File: src/rtl/nic_regwin_pkg.sv
package nic_regwin_pkg;

  localparam int OFF_W        = 11;
  localparam int PTR_SEL_BIT  = 15;
  localparam int PTR_STEP_BIT = 14;

  typedef enum logic [3:0] {
    K_NONE, K_BANK, K_FIX, K_WORD, K_MEMSZ, K_PKT, K_PTR, K_DATA, K_REV
  } kind_e;

  typedef struct packed {
    kind_e      kind;
    logic [2:0] widx;
    logic       hi;
    logic       rd_ok;
    logic       wr_ok;
  } dec_t;

  // Buffer byte offset addressed by a window access.
  function automatic logic [OFF_W-1:0] win_offset(input logic [15:0] ptr,
                                                  input logic [1:0]  lane);
    if (ptr[PTR_STEP_BIT]) return ptr[OFF_W-1:0];
    return ptr[OFF_W-1:0] + OFF_W'(lane);
  endfunction

  // Pointer after an auto-step access: only the offset field wraps.
  function automatic logic [15:0] ptr_step(input logic [15:0] ptr);
    logic [OFF_W-1:0] nxt;
    nxt = ptr[OFF_W-1:0] + OFF_W'(1);
    return {ptr[15:OFF_W], nxt};
  endfunction

endpackage

File: src/rtl/nic_regwin_dec.sv
module nic_regwin_dec
  import nic_regwin_pkg::*;
(
  input  logic [1:0] bank,
  input  logic [3:0] addr,
  output dec_t       dec
);
  always_comb begin
    dec = '{kind: K_NONE, widx: 3'd0, hi: addr[0], rd_ok: 1'b0, wr_ok: 1'b0};
    if (addr == 4'd14) begin
      dec.kind = K_BANK; dec.rd_ok = 1'b1; dec.wr_ok = 1'b1;
    end else if (addr == 4'd15) begin
      dec.kind = K_FIX;  dec.rd_ok = 1'b1; dec.wr_ok = 1'b1;
    end else begin
      unique case (bank)
        2'd0: begin
          if (addr[3:1] == 3'd0) begin dec.kind = K_WORD; dec.widx = 3'd0; end
          if (addr[3:1] == 3'd2) begin dec.kind = K_WORD; dec.widx = 3'd1; end
          if (addr == 4'd8)      dec.kind = K_MEMSZ;
        end
        2'd1: begin
          if (addr[3:1] == 3'd0) begin dec.kind = K_WORD; dec.widx = 3'd2; end
          if (addr[3:1] == 3'd5) begin dec.kind = K_WORD; dec.widx = 3'd3; end
          if (addr[3:1] == 3'd6) begin dec.kind = K_WORD; dec.widx = 3'd4; end
        end
        2'd2: begin
          if (addr == 4'd2)      dec.kind = K_PKT;
          if (addr[3:1] == 3'd3) dec.kind = K_PTR;
          if (addr[3:2] == 2'd2) dec.kind = K_DATA;
        end
        default: begin
          if (addr == 4'd10) dec.kind = K_REV;
          if (addr == 4'd12) begin dec.kind = K_WORD; dec.widx = 3'd5; end
        end
      endcase
      dec.rd_ok = (dec.kind != K_NONE);
      dec.wr_ok = (dec.kind != K_NONE) && (dec.kind != K_MEMSZ) && (dec.kind != K_REV);
    end
  end
endmodule

File: src/rtl/nic_regwin_ptr.sv
module nic_regwin_ptr
  import nic_regwin_pkg::*;
(
  input  logic             clk,
  input  logic             rst_n,
  input  logic             we_lo,
  input  logic             we_hi,
  input  logic [7:0]       wdata,
  input  logic             data_acc,
  input  logic [1:0]       lane,
  output logic [15:0]      ptr_q,
  output logic [OFF_W-1:0] offset
);
  assign offset = win_offset(ptr_q, lane);

  always_ff @(posedge clk) begin
    if (!rst_n)                             ptr_q <= '0;
    else if (we_lo)                         ptr_q <= {ptr_q[15:8], wdata};
    else if (we_hi)                         ptr_q <= {wdata, ptr_q[7:0]};
    else if (data_acc && ptr_q[PTR_STEP_BIT]) ptr_q <= ptr_step(ptr_q);
  end
endmodule

File: src/rtl/nic_regwin_store.sv
module nic_regwin_store #(
  parameter int NWORDS = 6
) (
  input  logic                   clk,
  input  logic                   rst_n,
  input  logic                   we,
  input  logic [2:0]             widx,
  input  logic                   hi,
  input  logic [7:0]             wdata,
  output logic [NWORDS-1:0][15:0] words
);
  for (genvar g = 0; g < NWORDS; g++) begin : g_word
    always_ff @(posedge clk) begin
      if (!rst_n) words[g] <= '0;
      else if (we && widx == 3'(g)) begin
        if (hi) words[g][15:8] <= wdata;
        else    words[g][7:0]  <= wdata;
      end
    end
  end
endmodule

File: src/rtl/nic_regwin.sv
module nic_regwin
  import nic_regwin_pkg::*;
#(
  parameter int          NUM_PAGES = 4,
  parameter logic [7:0]  REV_ID    = 8'h91,
  parameter int          PAGE_W    = (NUM_PAGES > 1) ? $clog2(NUM_PAGES) : 1
) (
  input  logic              clk,
  input  logic              rst_n,
  input  logic              host_wr,
  input  logic              host_rd,
  input  logic              host_wide,
  input  logic [3:0]        host_addr,
  input  logic [7:0]        host_wdata,
  output logic [7:0]        host_rdata,
  output logic              host_rvalid,
  output logic              host_err,
  input  logic [PAGE_W-1:0] rxq_head,
  output logic [PAGE_W-1:0] buf_page,
  output logic [OFF_W-1:0]  buf_off,
  output logic              buf_we,
  output logic              buf_re,
  output logic [7:0]        buf_wdata,
  input  logic [7:0]        buf_rdata
);
  localparam int BANK_W = 2;
  localparam int NWORDS = 6;

  dec_t                    dec;
  logic [BANK_W-1:0]       bank_q;
  logic [7:0]              pkt_q;
  logic [15:0]             ptr_q;
  logic [NWORDS-1:0][15:0] words;
  logic                    wr_drop, eff_wr, eff_rd, bad_acc, data_acc;
  logic [7:0]              rd_val, rdata_q;
  logic                    sel_buf_q;

  nic_regwin_dec u_dec (.bank(bank_q), .addr(host_addr), .dec(dec));

  // Bytes 12/13 of a 32-bit write are dropped; the bus only means 14/15.
  assign wr_drop  = host_wr && host_wide && (host_addr[3:1] == 3'd6);
  assign eff_wr   = host_wr && !wr_drop && dec.wr_ok;
  assign eff_rd   = host_rd && !host_wr && dec.rd_ok;
  assign bad_acc  = (host_wr && !wr_drop && !dec.wr_ok) || (host_rd && !host_wr && !dec.rd_ok);
  assign data_acc = (eff_wr || eff_rd) && (dec.kind == K_DATA);

  nic_regwin_ptr u_ptr (
    .clk(clk), .rst_n(rst_n),
    .we_lo(eff_wr && dec.kind == K_PTR && !dec.hi),
    .we_hi(eff_wr && dec.kind == K_PTR &&  dec.hi),
    .wdata(host_wdata), .data_acc(data_acc), .lane(host_addr[1:0]),
    .ptr_q(ptr_q), .offset(buf_off)
  );

  nic_regwin_store #(.NWORDS(NWORDS)) u_store (
    .clk(clk), .rst_n(rst_n),
    .we(eff_wr && dec.kind == K_WORD), .widx(dec.widx), .hi(dec.hi),
    .wdata(host_wdata), .words(words)
  );

  assign buf_page  = ptr_q[PTR_SEL_BIT] ? rxq_head : pkt_q[PAGE_W-1:0];
  assign buf_we    = data_acc && host_wr;
  assign buf_re    = data_acc && !host_wr;
  assign buf_wdata = host_wdata;

  always_comb begin
    unique case (dec.kind)
      K_BANK:  rd_val = 8'(bank_q);
      K_FIX:   rd_val = 8'h33;
      K_WORD:  rd_val = dec.hi ? words[dec.widx][15:8] : words[dec.widx][7:0];
      K_MEMSZ: rd_val = 8'(NUM_PAGES);
      K_PKT:   rd_val = pkt_q;
      K_PTR:   rd_val = dec.hi ? (ptr_q[15:8] & 8'hF7) : ptr_q[7:0];
      K_REV:   rd_val = REV_ID;
      default: rd_val = 8'h00;
    endcase
  end

  always_ff @(posedge clk) begin
    if (!rst_n) begin
      bank_q <= '0; pkt_q <= '0; rdata_q <= '0; sel_buf_q <= 1'b0;
      host_rvalid <= 1'b0; host_err <= 1'b0;
    end else begin
      if (eff_wr && dec.kind == K_BANK) bank_q <= host_wdata[BANK_W-1:0];
      if (eff_wr && dec.kind == K_PKT)  pkt_q  <= host_wdata;
      rdata_q     <= eff_rd ? rd_val : 8'h00;
      sel_buf_q   <= buf_re;
      host_rvalid <= host_rd && !host_wr;
      host_err    <= bad_acc;
    end
  end

  assign host_rdata = sel_buf_q ? buf_rdata : rdata_q;
endmodule

File: config.mk
export PLATFORM = sky130hd
export DESIGN_NAME = nic_regwin
export DESIGN_NICKNAME = d
export VERILOG_FILES = /design/src/rtl/nic_regwin_pkg.sv /design/src/rtl/nic_regwin_dec.sv /design/src/rtl/nic_regwin_ptr.sv /design/src/rtl/nic_regwin_store.sv /design/src/rtl/nic_regwin.sv
export SDC_FILE = /design/constraint.sdc
export NUM_CORES = 1
export LEC_CHECK = 0
export BUFFER_PORTS_ARGS = -buffer_cell sky130_fd_sc_hd__buf_2
export CAP_MARGIN = 0
export CELL_PAD_IN_SITES_DETAIL_PLACEMENT = 1
export CELL_PAD_IN_SITES_GLOBAL_PLACEMENT = 1
export CORE_UTILIZATION = 43
export CTS_CLUSTER_SIZE = 40
export DETAILED_ROUTE_END_ITERATION = 8
export GPL_ROUTABILITY_DRIVEN = 0
export PLACE_DENSITY = 0.78
export SLEW_MARGIN = 30
export SYNTH_ARGS = -nofsm -noshare
export SYNTH_HDL_FRONTEND = slang
export SYNTH_HIERARCHICAL = 1
export SYNTH_SLANG_ARGS = --single-unit
File: constraint.sdc
create_clock -name clk -period 2.7 [get_ports clk]
set_input_delay 0 -clock clk [delete_from_list [all_inputs] [get_ports clk]]
set_output_delay 0 -clock clk [all_outputs]
set_load 0.03 [all_outputs]
# --- Word level (Yosys, flattened, before mapping) ---
# Index checks and enable logic that the tools add are counted.
word_totals:
  reg_bits: 133
  input_bits: 27
  elab_cells: 144
classes:
  n_addsub: 2
  magnitude_cmp: 1
  n_eq_ne: 29
  n_mux: 34
  bitwise: 2
  reduce_logical: 55
op_table:
  columns: ["cell", "n"]
  rows:
  - ["$pmux W8 S7", 1]
  - ["$bmux W16 S3", 1]
  - ["$mux W11", 3]
  - ["$mux W16", 2]
  - ["$mux W8", 4]
  - ["$reduce_and A2 Y1", 16]
  - ["$logic_and A1 B1 Y1", 26]
  - ["$eq A4 B4 Y1 const B", 6]
  - ["$mux W4", 6]
  - ["$mux W5", 4]
  - ["$eq A4 B3 Y1 const B", 4]
  - ["$mux W3", 5]
  - ["$mux W7", 2]
  - ["$eq A3 B2 Y1 const B", 4]
  - ["$eq A3 B3 Y1 const B", 4]
  - ["$eq A4 B2 Y1 const B", 3]
  - ["$pmux W4 S3", 1]
  - ["$add A11 B1 Y11 const B", 1]
  - ["$add A11 B2 Y11", 1]
  - ["$pmux W3 S3", 1]
  - ["$logic_not A3 Y1", 2]
  - ["$mux W2", 3]
  - ["$logic_not A1 Y1", 5]
  - ["$eq A2 B2 Y1 const B", 2]
  - ["other kinds (13)", 16]

# --- Longest topological paths before layout ---
logic_depth:
  ltp_word: 19
  depth_mapped: 13
  depth_no_buf: 11

# --- Hierarchy ---
# Netlist, hierarchy kept.
modules_own_cells:
  columns: ["module", "n_inst", "cells_per_inst", "area_per_inst_um2", "seq_area_each_um2"]
  rows:
  - ["nic_regwin_store", 1, 339, 3507.1, 1921.8]
  - ["nic_regwin", 1, 191, 2164.6, 420.4]
  - ["nic_regwin_ptr", 1, 128, 1082.3, 320.3]
  - ["nic_regwin_dec", 1, 70, 417.9, 0.0]

# --- Worst setup path before layout ---
# Ideal clock, no wire load.
synth_timing:
  path_type: "register to register"
  start: "reg bank_q[1]"
  end: "reg u_ptr.ptr_q[3]"
  arrival_ns: 2.481
  t_required_ns: 2.584
  path_slack_ns: 0.103
  stages_incl_launch_ff: 11
  n_path_buf: 1
  period_less_slack_ns: 2.597
  cell_sequence: "dfxtp_1 > buf_2 > nor2b_1 > a211oi_1 > o221a_1 > nand3_1 > a2111oi_2 > and3b_1 > nand4_1 > xnor2_1 > o211a_1"
synth_rtl:
  columns: ["element", "line_no", "rtl"]
  rows:
  - ["start, declared", "nic_regwin.sv:30", "logic [BANK_W-1:0] bank_q;"]
  - ["start signal, assigned", "nic_regwin.sv:84", "if (eff_wr && dec.kind == K_BANK) bank_q <= host_wdata[BANK_W-1:0];"]
  - ["end signal, assigned", "nic_regwin_ptr.sv:18", "else if (we_lo) ptr_q <= {ptr_q[15:8], wdata};"]
  - ["end signal, assigned", "nic_regwin_ptr.sv:19", "else if (we_hi) ptr_q <= {wdata, ptr_q[7:0]};"]
  - ["end signal, assigned", "nic_regwin_ptr.sv:20", "else if (data_acc && ptr_q[PTR_STEP_BIT]) ptr_q <= ptr_step(ptr_q);"]
  - ["end, declared", "nic_regwin_ptr.sv:11", "output logic [15:0] ptr_q,"]

==> qor.yml <==
dr.pass1.iters: 5
slew_violations: 0
fin_nets: 841
cts-root-buf: "clkbuf_16"
avgSynthCellArea_um2: 9.86
ys_warn_count: 6
ir_drop_uv: 391
cts_sinks: 132
viasPerCell: 5.81
die_w_um: 131
io_pins: 60
cts_tree: "built"
synthCells: 724
place_area_mm2: 0.00776
cts-root-to-sink-buffers: 2
p_per_area_mw_per_mm2: 530
core_area_mm2: 0.0161
syn_nets: 755
routed_wl_um: 22700
grt_pass1_vias: 6282
drt_iter0_drc: 505
dp.cells: 988
critPathLaunchType: "register"
antenna_found_initial: 1
clkTransAtPathRegs_ns: 0.06
postLayoutCellArea_mm2: 0.00863
drive_above_1_share: 0.273
pre_cts_ws_ns: -0.177
cp.required_ns: 2.99
dieArea_mm2: 0.0171
place_hpwl_um: 14800
regArea_mm2: 0.00265
outcome: "complete, but fails checks"
initial_utilization: 0.444
max_freq_ghz: 0.342
io_buffers: 59
min_period_ns: 2.92
insertion_delay_ns: 0.42
rsz0062_at_grt: "yes"
htreeDepth: 4
drv_cap: 0
setup_violations: 9
finClkSkew_ns: 0.00576
worst_hold_path_type: "in -> reg"
p_leak_nw: 3.60
worstMarginPinSlew_ns: 0.773
fin_ws_ns: -0.224
cts_buffers: 17
violations: "negative setup slack"
stdcell_count: 1039
grt_usage: 0.267
wire_per_inst_um: 21.9
die_h_um: 131
endpoint_kind: "register"
finalHoldViolCount: 0
slew_headroom: 0.484
num_vias: 6038
worst-path-max-fanout: 6
grt_pass1_wl_um: 33900
synth_area_mm2: 0.00714
grt_start_max_net_pins: 71
critical_path_arrival_ns: 3.21
multi_input_area_mm2: 0.00420
syn_to_final_growth_pct: 20.9
finalCritPeriodShare: 1.08
gr-total-overflow: 0
core.rowCount: 46
criticalPathCategory: "reg -> reg"
drtAntennaViolNets: 0
route.detailed.drc: 0
fillers: 1789
==> layout by cell type, fill, tap and decap left out, types with 8 or more instances in the layout <==
| cell type | n |
|---|---|
| a21oi_1 | 21 |
| buf_2 | 57 |
| buf_4 | 55 |
| clkbuf_16 | 17 |
| dfxtp_1 | 130 |
| dlygate4sd3_1 | 10 |
| inv_1 | 9 |
| mux2_2 | 22 |
| mux2i_1 | 111 |
| mux4_1 | 16 |
| mux4_2 | 8 |
| nand2_1 | 137 |
| nand2b_1 | 13 |
| nor2_1 | 15 |
| nor2_2 | 10 |
| nor2b_1 | 20 |
| o21ai_0 | 10 |
| xnor2_1 | 10 |
==> routing by layer <==
layer | routed length, um | share of wire | vias up | global-route usage
met5 | 0 | 0 | - | 0
met1 | 9530 | 0.42 | 3053 | 0.322
met2 | 11700 | 0.51 | 194 | 0.474
met4 | 517 | 0.023 | 0 | 0.108
met3 | 987 | 0.043 | 44 | 0.0399
li1 | - | - | 2747 | -
==> worst max-delay path: stages (launching register included) <==
cell       delay [ns]
dfxtp_4          0.38
buf_6            0.12
nand3_1          0.07
a21oi_1          0.46
inv_1            0.27
a2111oi_4        0.39
buf_4            0.20
a21oi_1          0.09
nor2_1           0.28
a21oi_1          0.14
a311oi_1         0.39
==> timing repair <==
item                       CTS  global route
hold buffers                10             0
buffers inserted             0             9
gates cloned                 0             0
setup endpoints to repair   95            52
hold endpoints to repair    24             0
gates resized for setup      7            27
pin swaps                    0             7
==> through the flow <==
| stage | setup TNS (ns) | hold slack (ns) | utilization | power [mW] |
|---|---|---|---|---|
| floorplan | 0 | 0.110 | - | 2.23 |
| global placement | 0 | 0.302 | 0.484 | 2.32 |
| detailed placement | -1.76 | 0.307 | 0.484 | 2.33 |
| CTS | 0 | 0.0151 | 0.526 | 4.57 |
| global route | -2.18 | 0.0595 | 0.537 | 4.71 |
| finish | -0.584 | 0.0474 | 0.537 | 4.57 |
==> path summary, 6_finish.rpt <==
check	end	cells past startpoint	from	slack (ns)
worst max-delay path	u_ptr/ptr_q[9]	10	bank_q[1]	-0.22
worst max register to register	u_ptr/ptr_q[9]	10	bank_q[1]	-0.22
worst min register to register	u_store/words[23]	2	u_store/words[23]	0.46
worst min-delay path	host_err	4	host_rd	0.05
==> state kept, by name, summed over array words and instances (netlist names) <==
signal and cells:
sel_buf_q 1, host_err 1, bank_q 2, rdata_q 8
u_ptr/ptr_q 15, pkt_q 8, host_rvalid 1, u_store/words 96
==> area by class of cell <==
class / count / share of cell area
well taps: 216 / 0.0313
diodes: 1 / 0.000290
clock buffers: 22 / 0.0526
inverters: 9 / 0.00392
clock inverters: 9 / 0.0123
multi-input cells: 521 / 0.487
repair buffers: 129 / 0.106
flip-flops and latches: 132 / 0.307
==> power breakdown <==
group | internal [mW] | total (mW) | leakage [nW] | switching [mW]
combinational | 0.137 | 0.374 | 2.27 | 0.238
clock | 1.37 | 2.23 | 0.266 | 0.861
sequential | 1.95 | 1.96 | 1.06 | 0.00600
total | 3.46 | 4.57 | 3.60 | 1.10
Power figures use the tool's default switching activity.
